File: config.mk
export PLATFORM = sky130hd
export DESIGN_NAME = fram_host_ctrl
export DESIGN_NICKNAME = d
export VERILOG_FILES = /design/src/rtl/fram_pkg.sv /design/src/rtl/fram_spi_byte.sv /design/src/rtl/fram_spi_seq.sv /design/src/rtl/fram_host_regs.sv /design/src/rtl/fram_host_ctrl.sv
export SDC_FILE = /design/constraint.sdc
export NUM_CORES = 1
export LEC_CHECK = 0
export BUFFER_PORTS_ARGS = -buffer_cell sky130_fd_sc_hd__buf_2
export CORE_MARGIN = 3
export CORE_UTILIZATION = 61
export DETAILED_ROUTE_END_ITERATION = 16
export PLACE_DENSITY = 0.77
export SYNTH_ARGS = -nofsm -noshare
export SYNTH_HDL_FRONTEND = slang
export SYNTH_HIERARCHICAL = 1
export SYNTH_SLANG_ARGS = --single-unit
File: constraint.sdc
create_clock -name clk -period 3.53 [get_ports clk]
set_input_delay 0.1765 -clock clk [delete_from_list [all_inputs] [get_ports clk]]
set_output_delay 0.1765 -clock clk [all_outputs]
set_load 0.005 [all_outputs]
File: src/rtl/fram_pkg.sv
package fram_pkg;

    localparam int FRAM_AW = 15;
    localparam int FRAM_DW = 8;

    localparam logic [7:0] OP_WREN  = 8'h06;
    localparam logic [7:0] OP_WRITE = 8'h02;
    localparam logic [7:0] OP_READ  = 8'h03;

    localparam logic [FRAM_AW-1:0] LOCK_FIRST = 15'h7C00;

    typedef enum logic [1:0] {
        FR_WREN  = 2'd0,
        FR_WRITE = 2'd1,
        FR_READ  = 2'd2
    } frame_e;

    typedef enum logic [1:0] {
        OFF_ALO  = 2'd0,
        OFF_AHI  = 2'd1,
        OFF_DATA = 2'd2,
        OFF_CTRL = 2'd3
    } reg_off_e;

    typedef struct packed {
        logic               write;
        logic [FRAM_AW-1:0] addr;
        logic [FRAM_DW-1:0] data;
    } fram_cmd_t;

    function automatic logic [1:0] frame_last(frame_e k);
        return (k == FR_WREN) ? 2'd0 : 2'd3;
    endfunction

    function automatic logic in_locked_kb(logic [FRAM_AW-1:0] a);
        return a >= LOCK_FIRST;
    endfunction

    function automatic logic [7:0] frame_byte(frame_e k, logic [1:0] idx,
                                              logic [FRAM_AW-1:0] a,
                                              logic [FRAM_DW-1:0] d);
        logic [7:0] b;
        case (idx)
            2'd0: begin
                case (k)
                    FR_WREN:  b = OP_WREN;
                    FR_WRITE: b = OP_WRITE;
                    default:  b = OP_READ;
                endcase
            end
            2'd1:    b = {1'b0, a[14:8]};
            2'd2:    b = a[7:0];
            default: b = (k == FR_WRITE) ? d : 8'h00;
        endcase
        return b;
    endfunction

endpackage

File: src/rtl/fram_spi_byte.sv
module fram_spi_byte
    import fram_pkg::*;
#(
    parameter int SCK_DIV = 4
) (
    input  logic       clk,
    input  logic       rst,
    input  logic       start,
    input  logic [7:0] tx,
    output logic       done,
    output logic [7:0] rx,
    output logic       sck,
    output logic       mosi,
    input  logic       miso
);

    localparam int HALF = SCK_DIV / 2;
    localparam int HW   = (HALF > 1) ? $clog2(HALF) : 1;

    logic          active;
    logic          sck_q;
    logic [7:0]    sh_q;
    logic [7:0]    rx_q;
    logic [2:0]    bit_q;
    logic [HW-1:0] hcnt;
    logic          tick;

    assign tick = (hcnt == HW'(HALF - 1));
    assign done = active && tick && sck_q && (bit_q == 3'd7);
    assign rx   = rx_q;
    assign sck  = sck_q;
    assign mosi = sh_q[7];

    always_ff @(posedge clk) begin
        if (rst) begin
            active <= 1'b0;
            sck_q  <= 1'b0;
            sh_q   <= '0;
            rx_q   <= '0;
            bit_q  <= '0;
            hcnt   <= '0;
        end else if (start) begin
            active <= 1'b1;
            sck_q  <= 1'b0;
            sh_q   <= tx;
            bit_q  <= '0;
            hcnt   <= '0;
        end else if (active) begin
            if (tick) begin
                hcnt <= '0;
                if (!sck_q) begin
                    sck_q <= 1'b1;
                    rx_q  <= {rx_q[6:0], miso};
                end else begin
                    sck_q <= 1'b0;
                    sh_q  <= {sh_q[6:0], 1'b0};
                    bit_q <= bit_q + 3'd1;
                    if (bit_q == 3'd7) active <= 1'b0;
                end
            end else begin
                hcnt <= hcnt + HW'(1);
            end
        end
    end

    // the clock is never left high once the shifter has gone idle
    a_r11_idle_sck_low: assert property (@(posedge clk) disable iff (rst)
        !active |-> !sck_q);

endmodule

File: src/rtl/fram_spi_seq.sv
module fram_spi_seq
    import fram_pkg::*;
#(
    parameter int SCK_DIV = 4
) (
    input  logic               clk,
    input  logic               rst,
    input  logic               cmd_vld,
    input  fram_cmd_t          cmd,
    output logic               busy,
    output logic               rd_done,
    output logic [FRAM_DW-1:0] rd_byte,
    output logic               spi_cs_n,
    output logic               byte_start,
    output logic [7:0]         byte_tx,
    input  logic               byte_done,
    input  logic [7:0]         byte_rx
);

    localparam int HALF = SCK_DIV / 2;
    localparam int CW   = $clog2(SCK_DIV) + 1;

    typedef enum logic [1:0] {S_IDLE, S_LEAD, S_SHIFT, S_GAP} seq_st_e;

    seq_st_e            st;
    frame_e             kind;
    logic [1:0]         idx;
    logic [1:0]         nidx;
    logic [CW-1:0]      cnt;
    logic               then_write;
    logic [FRAM_AW-1:0] addr_q;
    logic [FRAM_DW-1:0] data_q;
    logic               cs_q;

    assign busy     = (st != S_IDLE);
    assign spi_cs_n = cs_q;

    always_comb begin
        byte_start = 1'b0;
        nidx       = idx;
        if (st == S_LEAD && cnt == CW'(HALF - 1)) begin
            byte_start = 1'b1;
            nidx       = 2'd0;
        end else if (st == S_SHIFT && byte_done && idx != frame_last(kind)) begin
            byte_start = 1'b1;
            nidx       = idx + 2'd1;
        end
        byte_tx = frame_byte(kind, nidx, addr_q, data_q);
    end

    always_ff @(posedge clk) begin
        if (rst) begin
            st         <= S_IDLE;
            kind       <= FR_WREN;
            idx        <= '0;
            cnt        <= '0;
            then_write <= 1'b0;
            addr_q     <= '0;
            data_q     <= '0;
            cs_q       <= 1'b1;
            rd_done    <= 1'b0;
            rd_byte    <= '0;
        end else begin
            rd_done <= 1'b0;
            case (st)
                S_IDLE: begin
                    if (cmd_vld) begin
                        addr_q     <= cmd.addr;
                        data_q     <= cmd.data;
                        kind       <= cmd.write ? FR_WREN : FR_READ;
                        then_write <= cmd.write;
                        cnt        <= '0;
                        cs_q       <= 1'b0;
                        st         <= S_LEAD;
                    end
                end
                S_LEAD: begin
                    cnt <= cnt + CW'(1);
                    if (byte_start) begin
                        idx <= nidx;
                        st  <= S_SHIFT;
                    end
                end
                S_SHIFT: begin
                    if (byte_done) begin
                        if (idx == frame_last(kind)) begin
                            cs_q <= 1'b1;
                            cnt  <= '0;
                            st   <= S_GAP;
                            if (kind == FR_READ) begin
                                rd_done <= 1'b1;
                                rd_byte <= byte_rx;
                            end
                        end else begin
                            idx <= nidx;
                        end
                    end
                end
                default: begin
                    cnt <= cnt + CW'(1);
                    if (cnt == CW'(SCK_DIV - 1)) begin
                        if (then_write) begin
                            then_write <= 1'b0;
                            kind       <= FR_WRITE;
                            cnt        <= '0;
                            cs_q       <= 1'b0;
                            st         <= S_LEAD;
                        end else begin
                            st <= S_IDLE;
                        end
                    end
                end
            endcase
        end
    end

    // chip select is only ever active while the sequencer reports busy
    a_r6_cs_means_busy: assert property (@(posedge clk) disable iff (rst)
        !spi_cs_n |-> busy);

    // a deselect lasts more than a single clock
    a_r11_cs_gap: assert property (@(posedge clk) disable iff (rst)
        $rose(spi_cs_n) |=> spi_cs_n);

    // read completion is a single pulse
    a_r5_rd_done_pulse: assert property (@(posedge clk) disable iff (rst)
        rd_done |=> !rd_done);

endmodule

File: src/rtl/fram_host_regs.sv
module fram_host_regs
    import fram_pkg::*;
#(
    parameter logic [15:0] BASE_ADDR = 16'h0310
) (
    input  logic               clk,
    input  logic               rst,
    input  logic               hst_req,
    input  logic               hst_we,
    input  logic [15:0]        hst_addr,
    input  logic [7:0]         hst_wdata,
    output logic               hst_ready,
    output logic [7:0]         hst_rdata,
    input  logic               lock_top,
    input  logic               seq_busy,
    input  logic               rd_done,
    input  logic [FRAM_DW-1:0] rd_byte,
    output logic               cmd_vld,
    output fram_cmd_t          cmd
);

    typedef enum logic {H_IDLE, H_WAITRD} host_st_e;

    host_st_e           hst;
    logic [FRAM_AW-1:0] addr_q;
    logic [FRAM_DW-1:0] data_q;
    logic               burst_q;
    logic               ready_q;
    logic [7:0]         rdata_q;
    logic               hit;
    logic               take;
    logic               busy;
    logic [7:0]         status;
    reg_off_e           off;

    assign hit       = (hst_addr[15:2] == BASE_ADDR[15:2]);
    assign off       = reg_off_e'(hst_addr[1:0]);
    assign take      = hst_req && hit && !ready_q && (hst == H_IDLE);
    assign busy      = seq_busy || cmd_vld || (hst == H_WAITRD);
    assign status    = {busy, lock_top, 5'b0, burst_q};
    assign hst_ready = ready_q;
    assign hst_rdata = rdata_q;

    always_ff @(posedge clk) begin
        if (rst) begin
            hst     <= H_IDLE;
            addr_q  <= '0;
            data_q  <= '0;
            burst_q <= 1'b0;
            ready_q <= 1'b0;
            rdata_q <= '0;
            cmd_vld <= 1'b0;
            cmd     <= '0;
        end else begin
            ready_q <= 1'b0;
            cmd_vld <= 1'b0;
            if (take) begin
                case (off)
                    OFF_ALO: begin
                        if (hst_we) begin
                            if (!busy) addr_q[7:0] <= hst_wdata;
                        end else begin
                            rdata_q <= addr_q[7:0];
                        end
                        ready_q <= 1'b1;
                    end
                    OFF_AHI: begin
                        if (hst_we) begin
                            if (!busy) addr_q[14:8] <= hst_wdata[6:0];
                        end else begin
                            rdata_q <= {1'b0, addr_q[14:8]};
                        end
                        ready_q <= 1'b1;
                    end
                    OFF_CTRL: begin
                        if (hst_we) burst_q <= hst_wdata[0];
                        else        rdata_q <= status;
                        ready_q <= 1'b1;
                    end
                    default: begin
                        if (!busy) begin
                            if (hst_we) begin
                                if (!(lock_top && in_locked_kb(addr_q))) begin
                                    data_q  <= hst_wdata;
                                    cmd_vld <= 1'b1;
                                    cmd     <= '{write: 1'b1, addr: addr_q, data: hst_wdata};
                                end
                                ready_q <= 1'b1;
                            end else begin
                                cmd_vld <= 1'b1;
                                cmd     <= '{write: 1'b0, addr: addr_q, data: data_q};
                                hst     <= H_WAITRD;
                            end
                            if (burst_q) addr_q <= addr_q + FRAM_AW'(1);
                        end
                    end
                endcase
            end else if (hst == H_WAITRD && rd_done) begin
                data_q  <= rd_byte;
                rdata_q <= rd_byte;
                ready_q <= 1'b1;
                hst     <= H_IDLE;
            end
        end
    end

    // every completion is a one-cycle pulse
    a_r2_ready_pulse: assert property (@(posedge clk) disable iff (rst)
        hst_ready |=> !hst_ready);

    // the address is frozen while a transaction is pending
    a_r7_addr_hold_busy: assert property (@(posedge clk) disable iff (rst)
        busy |=> $stable(addr_q));

    // no write command is issued into the locked kilobyte
    a_r9_locked_no_cmd: assert property (@(posedge clk) disable iff (rst)
        (cmd_vld && cmd.write) |-> !($past(lock_top) && in_locked_kb(cmd.addr)));

endmodule

File: src/rtl/fram_host_ctrl.sv
module fram_host_ctrl
    import fram_pkg::*;
#(
    parameter logic [15:0] BASE_ADDR = 16'h0310,
    parameter int          SCK_DIV   = 4
) (
    input  logic        clk,
    input  logic        rst,
    input  logic        hst_req,
    input  logic        hst_we,
    input  logic [15:0] hst_addr,
    input  logic [7:0]  hst_wdata,
    output logic        hst_ready,
    output logic [7:0]  hst_rdata,
    input  logic        lock_top,
    output logic        spi_sck,
    output logic        spi_cs_n,
    output logic        spi_mosi,
    input  logic        spi_miso
);

    logic               cmd_vld;
    fram_cmd_t          cmd;
    logic               seq_busy;
    logic               rd_done;
    logic [FRAM_DW-1:0] rd_byte;
    logic               byte_start;
    logic [7:0]         byte_tx;
    logic               byte_done;
    logic [7:0]         byte_rx;

    fram_host_regs #(.BASE_ADDR(BASE_ADDR)) i_regs (
        .clk       (clk),
        .rst       (rst),
        .hst_req   (hst_req),
        .hst_we    (hst_we),
        .hst_addr  (hst_addr),
        .hst_wdata (hst_wdata),
        .hst_ready (hst_ready),
        .hst_rdata (hst_rdata),
        .lock_top  (lock_top),
        .seq_busy  (seq_busy),
        .rd_done   (rd_done),
        .rd_byte   (rd_byte),
        .cmd_vld   (cmd_vld),
        .cmd       (cmd)
    );

    fram_spi_seq #(.SCK_DIV(SCK_DIV)) i_seq (
        .clk        (clk),
        .rst        (rst),
        .cmd_vld    (cmd_vld),
        .cmd        (cmd),
        .busy       (seq_busy),
        .rd_done    (rd_done),
        .rd_byte    (rd_byte),
        .spi_cs_n   (spi_cs_n),
        .byte_start (byte_start),
        .byte_tx    (byte_tx),
        .byte_done  (byte_done),
        .byte_rx    (byte_rx)
    );

    fram_spi_byte #(.SCK_DIV(SCK_DIV)) i_shift (
        .clk   (clk),
        .rst   (rst),
        .start (byte_start),
        .tx    (byte_tx),
        .done  (byte_done),
        .rx    (byte_rx),
        .sck   (spi_sck),
        .mosi  (spi_mosi),
        .miso  (spi_miso)
    );

    // mode 0, clock low whenever the memory is deselected
    a_r11_sck_low_deselected: assert property (@(posedge clk) disable iff (rst)
        spi_cs_n |-> !spi_sck);

endmodule

==> results_dict.tcl <==
set metrics [dict create \
    outcome "finished clean" \
    finalHoldViolations 0 \
    synth_edf_count 0 \
    io_buffers 41 \
    drc 0 \
    p_clk_share_pct 46.8 \
    core-area_um2 10460 \
    worstRegToRegCells 10 \
    fin_util_pct 69.53 \
    drv_cap 0 \
    comb_power_share_pct 8.9 \
    ant_nets 0 \
    fp.dieW_um 110.2 \
    final_common_cell "dfxtp_1" \
    grt_pass1_wl_um 27030 \
    critPathRequiredTime_ns 3.96 \
    cp-end-kind "register" \
    final_cell_mix "124 x dfxtp_1, 100 x nand2_1, 81 x a21oi_1" \
    netlist_area_um2 6623 \
    setup_slack_ns 0.5055 \
    syn_nets 813 \
    setup_tns_ns 0 \
    drt-wirelength-per-cell_um 18.11 \
    drt-total-wl_um 16660 \
    power_switching_w 0.0008342 \
    setup_viol 0 \
    ir_drop_v 0.0002716 \
    cellPowerDensity_nw_per_um2 441.5 \
    start_util_pct 63.30 \
    cts_tree "yes" \
    crit_type "register to register" \
    totalPowerFinal_w 0.003211 \
    overflow 0 \
    relSlewSlack_pct 24.77 \
    hpwl_um 11460 \
    rows 37 \
    nets 819 \
    drt_first_iter_violations 471 \
    yosys_warnings 6 \
    nFillCells 874 \
    vias 5809 \
    worstHoldPathCells 3 \
    clkSlewWorstSetupHoldPaths_ns 0.06 \
    crit_arrival_ns 3.46 \
    ios 42 \
    syn_avg_cell_area_um2 8.634 \
    synth_cells 767 \
    p_seq_share_pct 44.3 \
    whs_ns 0.01758 \
    path_max_fanout 11 \
    multi_input_area_um2 3741 \
    ys.flop_type "dfxtp_1" \
    dr.pass1.iters 6 \
    final_layout_size_suffix_gt1_share_pct 16.07 \
    area_delta_synth_final_pct 9.843 \
    synthArstFlopShare_pct 0 \
    clock_skew_ns 0.01227 \
    diodes 0 \
    seqCellArea_um2 2482 \
    die_y_um 110.2 \
    hp-class "input port to register" \
    fin_crit_sh_pct 85.68 \
    fin_crit_ns 3.024 \
    max-clock-path-buffers 2 \
    fmax_ghz 0.3306 \
    via_per_inst 6.314 \
    grt_usage_pct 28.55 \
    gp_congestion 0.8890 \
    synth_cell_types 79 \
    worst_pin_slew_ns 1.100 \
    rsz0062_at_grt "no" \
    slew_violations 0 \
    grt_max_degree 74 \
    cts_made_buffers 17 \
    p_leak_nw 2.454 \
    start_kind "register" \
    first_global_vias 5415 \
    p_sw_share_pct 25.98 \
    antenna_found_initial 0 \
    cts_root_buffer "clkbuf_8" \
    clock_latency_ns 0.52 \
    ys_ff_latch 124 \
    synth_seq_area_share_pct 37.48 \
    die-area_um2 12140 \
    htreeDepth 4 \
    internal_power_w 0.002377 \
    dp_slack_ns 0.6018 \
    clock_sinks 124 \
]
logic make-up (layout without fill, tap and decap cells):
logic type / after synthesis / count (layout) / synth area share [%]
xor+xnor: 3 / 3 / 0.3968
mux: 61 / 61 / 9.333
flops: 124 / 124 / 37.48
simple gates: 267 / 267 / 20.93
compound gates: 209 / 209 / 22.77
buf+inv: 87 / 104 / 6.065
fa+ha+maj: 16 / 16 / 3.023
path summary, 6_finish.rpt:
| kind | startpoint | to | slack (ns) |
|---|---|---|---|
| hold reg to reg | i_regs/cmd[18] | i_seq/addr_q[10] | 0.46 |
| setup reg to reg | i_shift/bit_q[0] | i_shift/sh_q[6] | 0.51 |
| setup / recovery | i_shift/bit_q[0] | i_shift/sh_q[6] | 0.51 |
| hold / removal | hst_wdata[0] | i_regs/addr_q[0] | 0.02 |
sequential cells by signal, summed over array words and instances, names as in the netlist, 8 cells and up:
signal	flops
i_shift/rx	8
i_seq/addr_q	15
i_shift/sh_q	8
i_regs/hst_rdata	8
i_seq/rd_byte	8
i_regs/cmd	24
i_regs/addr_q	15
i_regs/data_q	8
i_seq/data_q	8
timing repair:
item / CTS / global route
setup buffers: 0 / 0
hold buffers: 1 / 0
endpoints found under the hold margin: 1 / 0
resized for setup: 0 / 0
power by group through the flow:
| stage | logic [W] | registers [W] | clock network [W] |
|---|---|---|---|
| after floorplan | 0.000196 | 0.00145 | 0 |
| after global placement | 0.000272 | 0.00145 | 0 |
| after detailed placement | 0.000278 | 0.00145 | 0 |
| final | 0.000286 | 0.00142 | 0.00150 |
| after global routing | 0.000314 | 0.00143 | 0.00159 |
| after CTS | 0.000282 | 0.00142 | 0.00153 |
cell type report:
class                   instances  area share, %
multi-input cells             556          51.43
clock inverters                13          1.342
inverters                      27          1.393
clock buffers                  17          5.693
flip-flops and latches        124          34.12
well taps                     136          2.339
repair buffers                 47          3.681
routing by layer:
layer / GRT usage, % / vias to the layer above / part of all wire [%]
li1: - / 2809 / -
met1: 37.78 / 2699 / 44
met2: 44.71 / 251 / 46
met3: 5.766 / 50 / 6.3
met4: 13.46 / 0 / 4.2
met5: 0 / - / 0
worst max-delay path: stages, from the launching register on:
cell and delay (ns):
dfxtp_1 0.35, ha_1 0.16, ha_1 0.14, nand3_1 0.09, nor2_1 0.56, a21oi_1 0.22
o32ai_1 0.65, mux2i_1 0.19, o32ai_1 0.20, inv_1 0.11, a221oi_2 0.27
cell usage after synthesis (6+ instances only):
| library cell | instances | area [µm²] |
|---|---|---|
| mux2i_1 | 55 | 550.5 |
| nor3_1 | 16 | 80.08 |
| a221o_1 | 8 | 80.08 |
| inv_1 | 27 | 101.4 |
| a31oi_1 | 10 | 62.56 |
| o31ai_1 | 7 | 52.55 |
| dfxtp_1 | 124 | 2482 |
| a211oi_2 | 8 | 100.1 |
| a41oi_1 | 9 | 78.83 |
| clkbuf_1 | 34 | 127.6 |
| mux2_2 | 6 | 67.56 |
| a211oi_1 | 8 | 60.06 |
| a221oi_2 | 7 | 105.1 |
| o32ai_1 | 9 | 78.83 |
| nor2b_1 | 7 | 43.79 |
| o21ai_0 | 18 | 90.09 |
| a2111oi_0 | 6 | 52.55 |
| nor2_1 | 64 | 240.2 |
| nor2_2 | 9 | 56.30 |
| buf_2 | 12 | 60.06 |
| ha_1 | 16 | 200.2 |
| buf_6 | 7 | 78.83 |
| nand2_1 | 100 | 375.4 |
| nand3_1 | 11 | 55.05 |
| a21oi_1 | 81 | 405.4 |
stage by stage:
step / std cells / instance area (µm²)
detailed placement: 889 / 6753
global placement: 889 / 6753
floorplan: 767 / 6623
finish: 920 / 7274
global route: 920 / 7274
CTS: 920 / 7274
Note: power is estimated with default switching activity, not from simulation.
